--- src/rtl/gtm_pkg.sv ---
package gtm_pkg;
  localparam int DW = 32;
  localparam int AW = 5;

  localparam logic [AW-1:0] OFS_CNT_LO = 5'h00;
  localparam logic [AW-1:0] OFS_CNT_HI = 5'h04;
  localparam logic [AW-1:0] OFS_CTL    = 5'h08;
  localparam logic [AW-1:0] OFS_STAT   = 5'h0C;
  localparam logic [AW-1:0] OFS_CMP_LO = 5'h10;
  localparam logic [AW-1:0] OFS_CMP_HI = 5'h14;
  localparam logic [AW-1:0] OFS_INC    = 5'h18;

  localparam int CTL_TEN = 0;
  localparam int CTL_CEN = 1;
  localparam int CTL_IEN = 2;
  localparam int CTL_AIN = 3;
  localparam int PRE_LSB = 8;
  localparam int PRE_W   = 8;

  typedef struct packed {
    logic ain;
    logic ien;
    logic cen;
  } bank_ctl_t;
endpackage

--- src/rtl/gtm_prescale.sv ---
module gtm_prescale #(
  parameter int PRE_W = 8
) (
  input  logic             clk,
  input  logic             rst,
  input  logic             en,
  input  logic             restart,
  input  logic [PRE_W-1:0] div,
  output logic             tick
);
  logic [PRE_W-1:0] ph_q;

  assign tick = en && (ph_q == div);

  always_ff @(posedge clk) begin
    if (rst || restart || !en) ph_q <= '0;
    else if (ph_q == div)      ph_q <= '0;
    else                       ph_q <= ph_q + 1'b1;
  end

  AST_PRESC_BOUND: assert property (@(posedge clk) disable iff (rst)
    ph_q <= div);
endmodule

--- src/rtl/gtm_counter.sv ---
module gtm_counter #(
  parameter int CNT_W = 64,
  parameter int DW    = 32
) (
  input  logic             clk,
  input  logic             rst,
  input  logic             tick,
  input  logic             lo_we,
  input  logic             hi_we,
  input  logic [DW-1:0]    wdata,
  output logic [CNT_W-1:0] cnt
);
  always_ff @(posedge clk) begin
    if (rst)        cnt <= '0;
    else if (lo_we) cnt[DW-1:0] <= wdata;
    else if (hi_we) cnt[CNT_W-1:DW] <= wdata[CNT_W-DW-1:0];
    else if (tick)  cnt <= cnt + 1'b1;
  end

  AST_COUNT_STEP: assert property (@(posedge clk) disable iff (rst)
    (tick && !lo_we && !hi_we) |=> (cnt == $past(cnt) + 1'b1));
  AST_COUNT_HOLD: assert property (@(posedge clk) disable iff (rst)
    (!tick && !lo_we && !hi_we) |=> $stable(cnt));
endmodule

--- src/rtl/gtm_bank.sv ---
module gtm_bank
  import gtm_pkg::*;
#(
  parameter int CNT_W = 64,
  parameter int DW    = 32
) (
  input  logic             clk,
  input  logic             rst,
  input  logic             tmr_en,
  input  logic [CNT_W-1:0] count,
  input  logic             ctl_we,
  input  logic             st_we,
  input  logic             cmp_lo_we,
  input  logic             cmp_hi_we,
  input  logic             inc_we,
  input  logic [DW-1:0]    wdata,
  output bank_ctl_t        bctl,
  output logic             status,
  output logic [CNT_W-1:0] cmp,
  output logic [DW-1:0]    inc,
  output logic             irq
);
  logic evt;

  assign evt = tmr_en && bctl.cen && (count >= cmp);

  always_ff @(posedge clk) begin
    if (rst) begin
      bctl   <= '0;
      status <= 1'b0;
      cmp    <= '0;
      inc    <= '0;
      irq    <= 1'b0;
    end else begin
      if (ctl_we) begin
        bctl.cen <= wdata[CTL_CEN];
        bctl.ien <= wdata[CTL_IEN];
        bctl.ain <= wdata[CTL_AIN];
      end
      if (evt)                  status <= 1'b1;
      else if (st_we && wdata[0]) status <= 1'b0;
      if (cmp_lo_we)      cmp[DW-1:0] <= wdata;
      else if (cmp_hi_we) cmp[CNT_W-1:DW] <= wdata[CNT_W-DW-1:0];
      else if (evt && bctl.ain && (inc != '0))
        cmp <= cmp + CNT_W'(inc);
      if (inc_we) inc <= wdata;
      irq <= status && bctl.ien;
    end
  end

  AST_EVENT_SETS_STATUS: assert property (@(posedge clk) disable iff (rst)
    (tmr_en && bctl.cen && (count >= cmp)) |=> status);
  AST_AUTOINC_STEP: assert property (@(posedge clk) disable iff (rst)
    (evt && bctl.ain && (inc != '0) && !cmp_lo_we && !cmp_hi_we)
      |=> (cmp == $past(cmp) + CNT_W'($past(inc))));
  AST_IRQ_FROM_STATUS: assert property (@(posedge clk) disable iff (rst)
    irq |-> $past(status && bctl.ien));
endmodule

--- src/rtl/glob_cmp_timer.sv ---
module glob_cmp_timer
  import gtm_pkg::*;
#(
  parameter int N_CORES = 4,
  parameter int CNT_W   = 64,
  localparam int CORE_W = (N_CORES > 1) ? $clog2(N_CORES) : 1
) (
  input  logic               clk,
  input  logic               rst,
  input  logic               acc_en,
  input  logic               acc_wr,
  input  logic [CORE_W-1:0]  acc_core,
  input  logic [AW-1:0]      acc_addr,
  input  logic [DW-1:0]      acc_wdata,
  output logic [DW-1:0]      acc_rdata,
  output logic               cnt_wr_err,
  output logic [N_CORES-1:0] irq
);
  logic             ten_q;
  logic [PRE_W-1:0] pre_q;
  logic             tick;
  logic [CNT_W-1:0] cnt;
  logic             wr, rd, sel_ok;
  logic             ctl_we, cnt_lo_we, cnt_hi_we, cnt_try;

  bank_ctl_t        bctl [N_CORES];
  logic             bst  [N_CORES];
  logic [CNT_W-1:0] bcmp [N_CORES];
  logic [DW-1:0]    binc [N_CORES];

  assign sel_ok    = (int'(acc_core) < N_CORES);
  assign wr        = acc_en && acc_wr;
  assign rd        = acc_en && !acc_wr;
  assign ctl_we    = wr && (acc_addr == OFS_CTL);
  assign cnt_try   = wr && ((acc_addr == OFS_CNT_LO) || (acc_addr == OFS_CNT_HI));
  assign cnt_lo_we = wr && !ten_q && (acc_addr == OFS_CNT_LO);
  assign cnt_hi_we = wr && !ten_q && (acc_addr == OFS_CNT_HI);

  always_ff @(posedge clk) begin
    if (rst) begin
      ten_q      <= 1'b0;
      pre_q      <= '0;
      cnt_wr_err <= 1'b0;
    end else begin
      cnt_wr_err <= cnt_try && ten_q;
      if (ctl_we) begin
        ten_q <= acc_wdata[CTL_TEN];
        pre_q <= acc_wdata[PRE_LSB +: PRE_W];
      end
    end
  end

  gtm_prescale #(.PRE_W(PRE_W)) u_pre (
    .clk(clk), .rst(rst), .en(ten_q), .restart(ctl_we), .div(pre_q), .tick(tick)
  );

  gtm_counter #(.CNT_W(CNT_W), .DW(DW)) u_cnt (
    .clk(clk), .rst(rst), .tick(tick), .lo_we(cnt_lo_we), .hi_we(cnt_hi_we),
    .wdata(acc_wdata), .cnt(cnt)
  );

  for (genvar i = 0; i < N_CORES; i++) begin : g_bank
    logic hit;
    assign hit = wr && sel_ok && (int'(acc_core) == i);
    gtm_bank #(.CNT_W(CNT_W), .DW(DW)) u_bank (
      .clk(clk), .rst(rst), .tmr_en(ten_q), .count(cnt),
      .ctl_we(hit && (acc_addr == OFS_CTL)),
      .st_we(hit && (acc_addr == OFS_STAT)),
      .cmp_lo_we(hit && (acc_addr == OFS_CMP_LO)),
      .cmp_hi_we(hit && (acc_addr == OFS_CMP_HI)),
      .inc_we(hit && (acc_addr == OFS_INC)),
      .wdata(acc_wdata),
      .bctl(bctl[i]), .status(bst[i]), .cmp(bcmp[i]), .inc(binc[i]),
      .irq(irq[i])
    );
  end

  logic [DW-1:0] rd_mux;
  always_comb begin
    bank_ctl_t        sc;
    logic             ss;
    logic [CNT_W-1:0] sm;
    logic [DW-1:0]    si;
    sc = '0; ss = 1'b0; sm = '0; si = '0;
    for (int i = 0; i < N_CORES; i++) begin
      if (sel_ok && (int'(acc_core) == i)) begin
        sc = bctl[i]; ss = bst[i]; sm = bcmp[i]; si = binc[i];
      end
    end
    rd_mux = '0;
    case (acc_addr)
      OFS_CNT_LO: rd_mux = cnt[DW-1:0];
      OFS_CNT_HI: rd_mux = DW'(cnt[CNT_W-1:DW]);
      OFS_CTL: begin
        rd_mux[CTL_TEN]           = ten_q;
        rd_mux[CTL_CEN]           = sc.cen;
        rd_mux[CTL_IEN]           = sc.ien;
        rd_mux[CTL_AIN]           = sc.ain;
        rd_mux[PRE_LSB +: PRE_W]  = pre_q;
      end
      OFS_STAT:   rd_mux[0] = ss;
      OFS_CMP_LO: rd_mux = sm[DW-1:0];
      OFS_CMP_HI: rd_mux = DW'(sm[CNT_W-1:DW]);
      OFS_INC:    rd_mux = si;
      default:    rd_mux = '0;
    endcase
  end

  always_ff @(posedge clk) begin
    if (rst)     acc_rdata <= '0;
    else if (rd) acc_rdata <= rd_mux;
  end

  AST_LOCKED_LOAD: assert property (@(posedge clk) disable iff (rst)
    (ten_q && !tick) |=> $stable(cnt));
  AST_ERR_ONLY_RUNNING: assert property (@(posedge clk) disable iff (rst)
    cnt_wr_err |-> $past(ten_q));
endmodule

--- config.mk ---
export PLATFORM = sky130hd
export DESIGN_NAME = glob_cmp_timer
export DESIGN_NICKNAME = d
export VERILOG_FILES = /design/src/rtl/gtm_pkg.sv /design/src/rtl/gtm_prescale.sv /design/src/rtl/gtm_counter.sv /design/src/rtl/gtm_bank.sv /design/src/rtl/glob_cmp_timer.sv
export SDC_FILE = /design/constraint.sdc
export NUM_CORES = 2
export LEC_CHECK = 0
export BUFFER_PORTS_ARGS = -buffer_cell sky130_fd_sc_hd__clkbuf_2
export CAP_MARGIN = 15
export CORE_UTILIZATION = 40
export CTS_CLUSTER_DIAMETER = 80
export DETAILED_ROUTE_END_ITERATION = 8
export SLEW_MARGIN = 0
export SYNTH_ARGS = -nofsm -noshare
export SYNTH_HDL_FRONTEND = slang
export SYNTH_SLANG_ARGS = --single-unit
--- constraint.sdc ---
create_clock -name clk -period 5.2 [get_ports clk]
set_input_delay 0.52 -clock clk [delete_from_list [all_inputs] [get_ports clk]]
set_output_delay 0.52 -clock clk [all_outputs]
set_load 0.01 [all_outputs]
# Yosys cells after proc, flatten, opt, wreduce, memory -nomap -nowiden
# Cells that the tools add are included.
# Widths: inputs -> output; s select.
[classes]
addsub = 6
order_cmp = 4
n_eq_ne = 15
muxes = 49
n_bitwise = 5
n_reduce_logical = 93
[ops]
columns = ["cell", "count"]
rows = [
  ["$mux 32", 19],
  ["$mux 64", 9],
  ["$add 64x32->64", 4],
  ["$ge 64x64->1", 4],
  ["$reduce_bool 32->1", 4],
  ["$pmux 16 s5", 1],
  ["$add 64x1->64 const B", 1],
  ["$logic_and 1x1->1", 57],
  ["$pmux 8 s6", 1],
  ["$reduce_bool 2->1", 14],
  ["$pmux 4 s5", 1],
  ["$reduce_and 2->1", 10],
  ["$pmux 3 s6", 1],
  ["$eq 5x5->1 const B", 3],
  ["$mux 1", 12],
  ["$mux 3", 4],
  ["$eq 5x4->1 const B", 2],
  ["$add 8x1->8 const B", 1],
  ["$eq 8x8->1", 1],
  ["$ne 2x1->1 const B", 4],
  ["$pmux 1 s7", 1],
  ["$eq 5x3->1 const B", 1],
  ["$logic_not 5->1", 1],
  ["$not 1->1", 5],
  ["7 further kinds", 11],
]
[totals]
reg_bits = 518
input_bits = 43
output_inout_bits = 37

# Depth between registers and ports, before layout
[logic_depth]
depth_word = 7
mapped_depth = 15

# Modules after synthesis
# A second synthesis with hierarchy kept.
[hier_totals]
cells_unflattened = 5396
hier_area_um2 = 43985.9
[by_module_without_submodules]
columns = ["module", "n_inst", "cells_per_inst", "area_per_inst_um2", "seq_area_each_um2"]
rows = [
  ["gtm_bank at g_bank[1].u_bank ...", 3, 1070, 8443.1, 2021.9],
  ["gtm_bank at g_bank[0].u_bank", 1, 1068, 8570.7, 2021.9],
  ["glob_cmp_timer", 1, 492, 5392.7, 840.8],
  ["gtm_counter", 1, 581, 4287.9, 1281.2],
  ["gtm_prescale", 1, 45, 405.4, 160.2],
]

# Worst setup path after synthesis
# Ideal clock, no wire load.
[synth_path]
path_type = "register -> register"
start = "register g_bank[3].u_bank.cmp[0]"
end = "register g_bank[3].u_bank.cmp[60]"
setup_time_ns = 0.074
arrival_ns = 3.127
slack_ns = 1.998
stages_incl_launch_ff = 15
synth_period_minus_slack_ns = 3.202
path_cell_list = "dfxtp_1 -> ha_1 -> inv_1 -> fa_1 -> nor2b_1 -> o31a_1 -> o31ai_1 -> o211ai_2 -> a21oi_1 -> o211ai_2 -> nand3_2 -> or3_1 -> clkbuf_1 -> or4_1 -> a31oi_1"
[synth_between]
elab_chain_len = 6
[synth_lines]
columns = ["element", "line", "text"]
rows = [
  ["from (decl)", "gtm_bank.sv:19", "output logic [CNT_W-1:0] cmp,"],
  ["from (signal, indexed assignment)", "gtm_bank.sv:42", "if (cmp_lo_we) cmp[DW-1:0] <= wdata;"],
  ["from (signal, indexed assignment)", "gtm_bank.sv:43", "else if (cmp_hi_we) cmp[CNT_W-1:DW] <= wdata[CNT_W-DW-1:0];"],
  ["from (signal assigned)", "gtm_bank.sv:45", "cmp <= cmp + CNT_W'(inc);"],
  ["$ge 64x64->1", "gtm_bank.sv:25", "assign evt = tmr_en && bctl.cen && (count >= cmp);"],
  ["$logic_and 1x1->1", "gtm_bank.sv:25", ""],
  ["$logic_and 1x1->1 (2 in series)", "gtm_bank.sv:44", "else if (evt && bctl.ain && (inc != '0))"],
  ["$reduce_bool 2->1 (no line)", "-", ""],
  ["$reduce_and 2->1 (no line)", "-", ""],
]
# Several ways; a longest one is shown, not always the timed one. The select of a mux whose other input is x is not followed.
# A chain may end at the register's enable or synchronous reset.

# Worst setup path in the final report
[layout_path]
start = "register u_cnt.cnt[46]"
end = "register g_bank[3].u_bank.cmp[27]"
[layout_between]
elab_chain_len = 6
[layout_lines]
columns = ["element", "line", "text"]
rows = [
  ["from (decl)", "gtm_counter.sv:11", "output logic [CNT_W-1:0] cnt"],
  ["from (signal, indexed assignment)", "gtm_counter.sv:15", "else if (lo_we) cnt[DW-1:0] <= wdata;"],
  ["from (signal, indexed assignment)", "gtm_counter.sv:16", "else if (hi_we) cnt[CNT_W-1:DW] <= wdata[CNT_W-DW-1:0];"],
  ["from (signal assigned)", "gtm_counter.sv:17", "else if (tick) cnt <= cnt + 1'b1;"],
  ["$ge 64x64->1", "gtm_bank.sv:25", ""],
  ["$logic_and 1x1->1", "gtm_bank.sv:25", ""],
  ["$logic_and 1x1->1 (2 in series)", "gtm_bank.sv:44", ""],
  ["$reduce_bool 2->1 (no line)", "-", ""],
  ["$reduce_and 2->1 (no line)", "-", ""],
]
# Every way passes these cells.

==> out/results.txt <==
Outcome -> finished, final reports clean
Worst hold path class -> primary input to register
Hpwl dp -> 160700 um
Syn nets -> 5850
Setup CP Type -> register to register
Wire per inst -> 31.74 um
Mapped cell area -> 0.04088 mm2
Cell taking the most area after synthesis -> dfxtp_1
Rows -> 116
Final Worst Setup Slack -> 453.5 ps
Starting Density -> 0.4058
Vias -> 45370
Clock power frac -> 0.538
Final Hold Violating Endpoints -> 0
Int Power -> 7.560 mW
Worst r2r src -> u_cnt.cnt[46]
CTS tree -> yes
Share of Yosys cell area claimed by the top area cell type -> 0.2537
Largest net degree at the start of global routing -> 184
Sum Neg Setup Slack -> 0 ps
VDD IR max -> 0.2473 mV
Most frequent cell after synthesis -> nand2_1
# DRC -> 0
Clock skew -> 25.05 ps
Final nets -> 5824
Seq cells post-synth -> 518
Share of layout cells above drive strength 1 -> 0.09620
Async SR Flop Fraction -> 0
Hold Buf Count CTS -> 0
Global-route wire length before repair -> 302500 um
Hold Startpoint -> rst
Post-CTS repair timing setup buffer count -> 0
Initial DRC Count -> 6761
Post-synth EDFFs -> 0
GRT Total Usage -> 0.4062
Layout area overhead -> 11.84%
Final period util -> 0.9128
Largest family of logic cells by synthesized area -> compound AO/OA/AOI/OAI gates
Top cells by area, synth -> dfxtp_1 (25%), ha_1 (12%), a21oi_1 (6.9%)
Vias in the first global route -> 40650
Router iterations before antenna repair -> 7
Sw Share -> 0.2712
RePlAce Congestion -> 1.106
Sinks on Clock Net -> 518
Core Region -> 0.1007 mm2
Setup crit end kind -> register
Antenna-violating nets left -> 0
Hold slack -> 367.2 ps
I/O Buffers -> 79
Synth Area in Compound Gates -> 0.2657
CTS Buf Count -> 72
Relative slew slack -> 0.1749
Final setup violation count -> 0
FMAX -> 210.7 MHz
Io pins -> 80
Part of the power in combinational logic -> 0.074
Critical Path Fanout Max -> 23
Final slew viol count -> 0
Max-cap violations -> 0
Sw power -> 2.813 mW
Worst skew pair latency -> 670 ps
Ys flop type -> dfxtp_1
Clock buffer depth -> 3
Avg Inst Size Synth -> 7.546 um2
Reg clk slew, reported paths -> 60 ps
Synth Area in XOR/XNOR -> 0.03171
Die Height -> 321.7 um
RSZ-0062 raised after global routing -> false
Worst Path Required -> 5740 ps
Register area share after synthesis -> 0.2537
Post-DP Area -> 0.04313 mm2
Critical Path AT -> 5290 ps
Number of warnings issued by yosys -> 0
Synth Area in Adders -> 0.1201
Crit path from -> u_cnt.cnt[46]
DR vias/cell -> 6.662
Post-CTS sizing -> 0
Leakage power -> 17.14 nW
Total grt overflow -> 0
Power Dens Cells -> 226.9 mW/mm2
Initial antenna violation count -> 13
CTS root buffer -> clkbuf_16
Tmin final -> 4747 ps
Routed wire length -> 216100 um
Multiplexer share of the synthesized area -> 0.05699
Die ar. -> 0.1035 mm2
Simple-Gate Fraction of Synth Area -> 0.2103
Cells after Synth -> 5417
Htree depth -> 3
Slew @ Worst Pin -> 1238 ps
Synth unique cells -> 92
Placement-stage worst setup slack -> 702.3 ps
Critical Path Source Type -> register
Post-route cell area -> 0.04572 mm2
Sequential share of power -> 0.388
Placed Cells -> 6674
Top cells by count, synth -> nand2_1 (740), a21oi_1 (563), dfxtp_1 (518)
Die Wd -> 321.7 um
Non-Filler Instances -> 6810
## through the flow
step / power (mW) / utilization
2_1_floorplan: 4.456 / -
3_3_place_gp: 4.825 / 0.4282
3_5_place_dp: 4.825 / 0.4282
4_1_cts: 10.33 / 0.4537
5_1_grt: 10.53 / 0.4537
6_report: 10.37 / 0.4539
## routing by layer
metal | track usage | wire length (um) | share of wire
met1 | 0.5505 | 87350 | 0.40
met2 | 0.5497 | 83600 | 0.39
met3 | 0.1300 | 29600 | 0.14
met4 | 0.2533 | 15500 | 0.072
met5 | 0 | 75 | 0.00035
## path summary, 6_finish.rpt
| check | endpoint | slack (ps) | cells past startpoint |
|---|---|---|---|
| worst max-delay path | g_bank[3].u_bank.cmp[27] | 450 | 12 |
| worst min-delay path | g_bank[2].u_bank.cmp[33] | 370 | 2 |
| worst max register to register | g_bank[3].u_bank.cmp[27] | 450 | 12 |
| worst min register to register | acc_rdata[8] | 460 | 2 |
## cell usage in the layout, fill, tap and decap left out, types with 51 or more instances in the layout
master and n:
o21ai_0 275, a211oi_1 103, nand4_1 131, a311oi_1 51, inv_1 314, nand2_1 734
a21o_1 123, xnor2_1 79, nand3_1 138, nor2_1 446, a21oi_1 561, clkbuf_2 76
a31oi_1 85, nor4_1 64, nor3_1 109, ha_1 386, clkbuf_16 75, buf_4 158
mux4_2 77, xor2_1 69, a22oi_1 113, dfxtp_1 518
## logic make-up after synthesis
group / Yosys count
XOR/XNOR: 148
AO/OA/AOI/OAI: 1688
flip-flops: 518
buffers and inverters: 659
AND/OR/NAND/NOR: 1879
adder cells (fa/ha/maj): 390
multiplexers: 135
## sequential cells by signal, summed over array words and instances (netlist names), 4 cells and up
name,cells
g_bank.u_bank.cmp,256
u_cnt.cnt,64
g_bank.u_bank.irq,4
g_bank.u_bank.inc,128
g_bank.u_bank.status,4
u_pre.ph_q,8
acc_rdata,32
pre_q,8
g_bank.u_bank.bctl,12
## power by group through the flow
stage | registers (mW) | logic (mW) | clock network (mW)
after floorplan | 4.09 | 0.363 | 0
after global placement | 4.11 | 0.713 | 0
after detailed placement | 4.11 | 0.713 | 0
after CTS | 4.02 | 0.715 | 5.59
after global routing | 4.03 | 0.764 | 5.74
final | 4.03 | 0.766 | 5.58
## critical path, stage by stage, from the launching register on
cell and delay [ps]:
dfxtp_1 670, ha_1 270, nand4_1 140, nor4_1 750, nand3_1 450, a21oi_1 230, o21ai_1 230, a211oi_2 730
a21oi_1 210, and2_1 200, buf_4 250, a222oi_1 380, inv_1 70
## area by class of cell
class / instances / area [um2]
Antenna cell: 6 / 15.01
Clock buffer: 98 / 2073
Clock inverter: 32 / 501.7
Fill cell: 10200 / 55010
Inverter: 316 / 1186
Multi-Input combinational cell: 4240 / 28140
Sequential cell: 518 / 10370
Tap cell: 1357 / 1698
Timing Repair Buffer: 243 / 1733
Power figures use the tool's default switching activity.
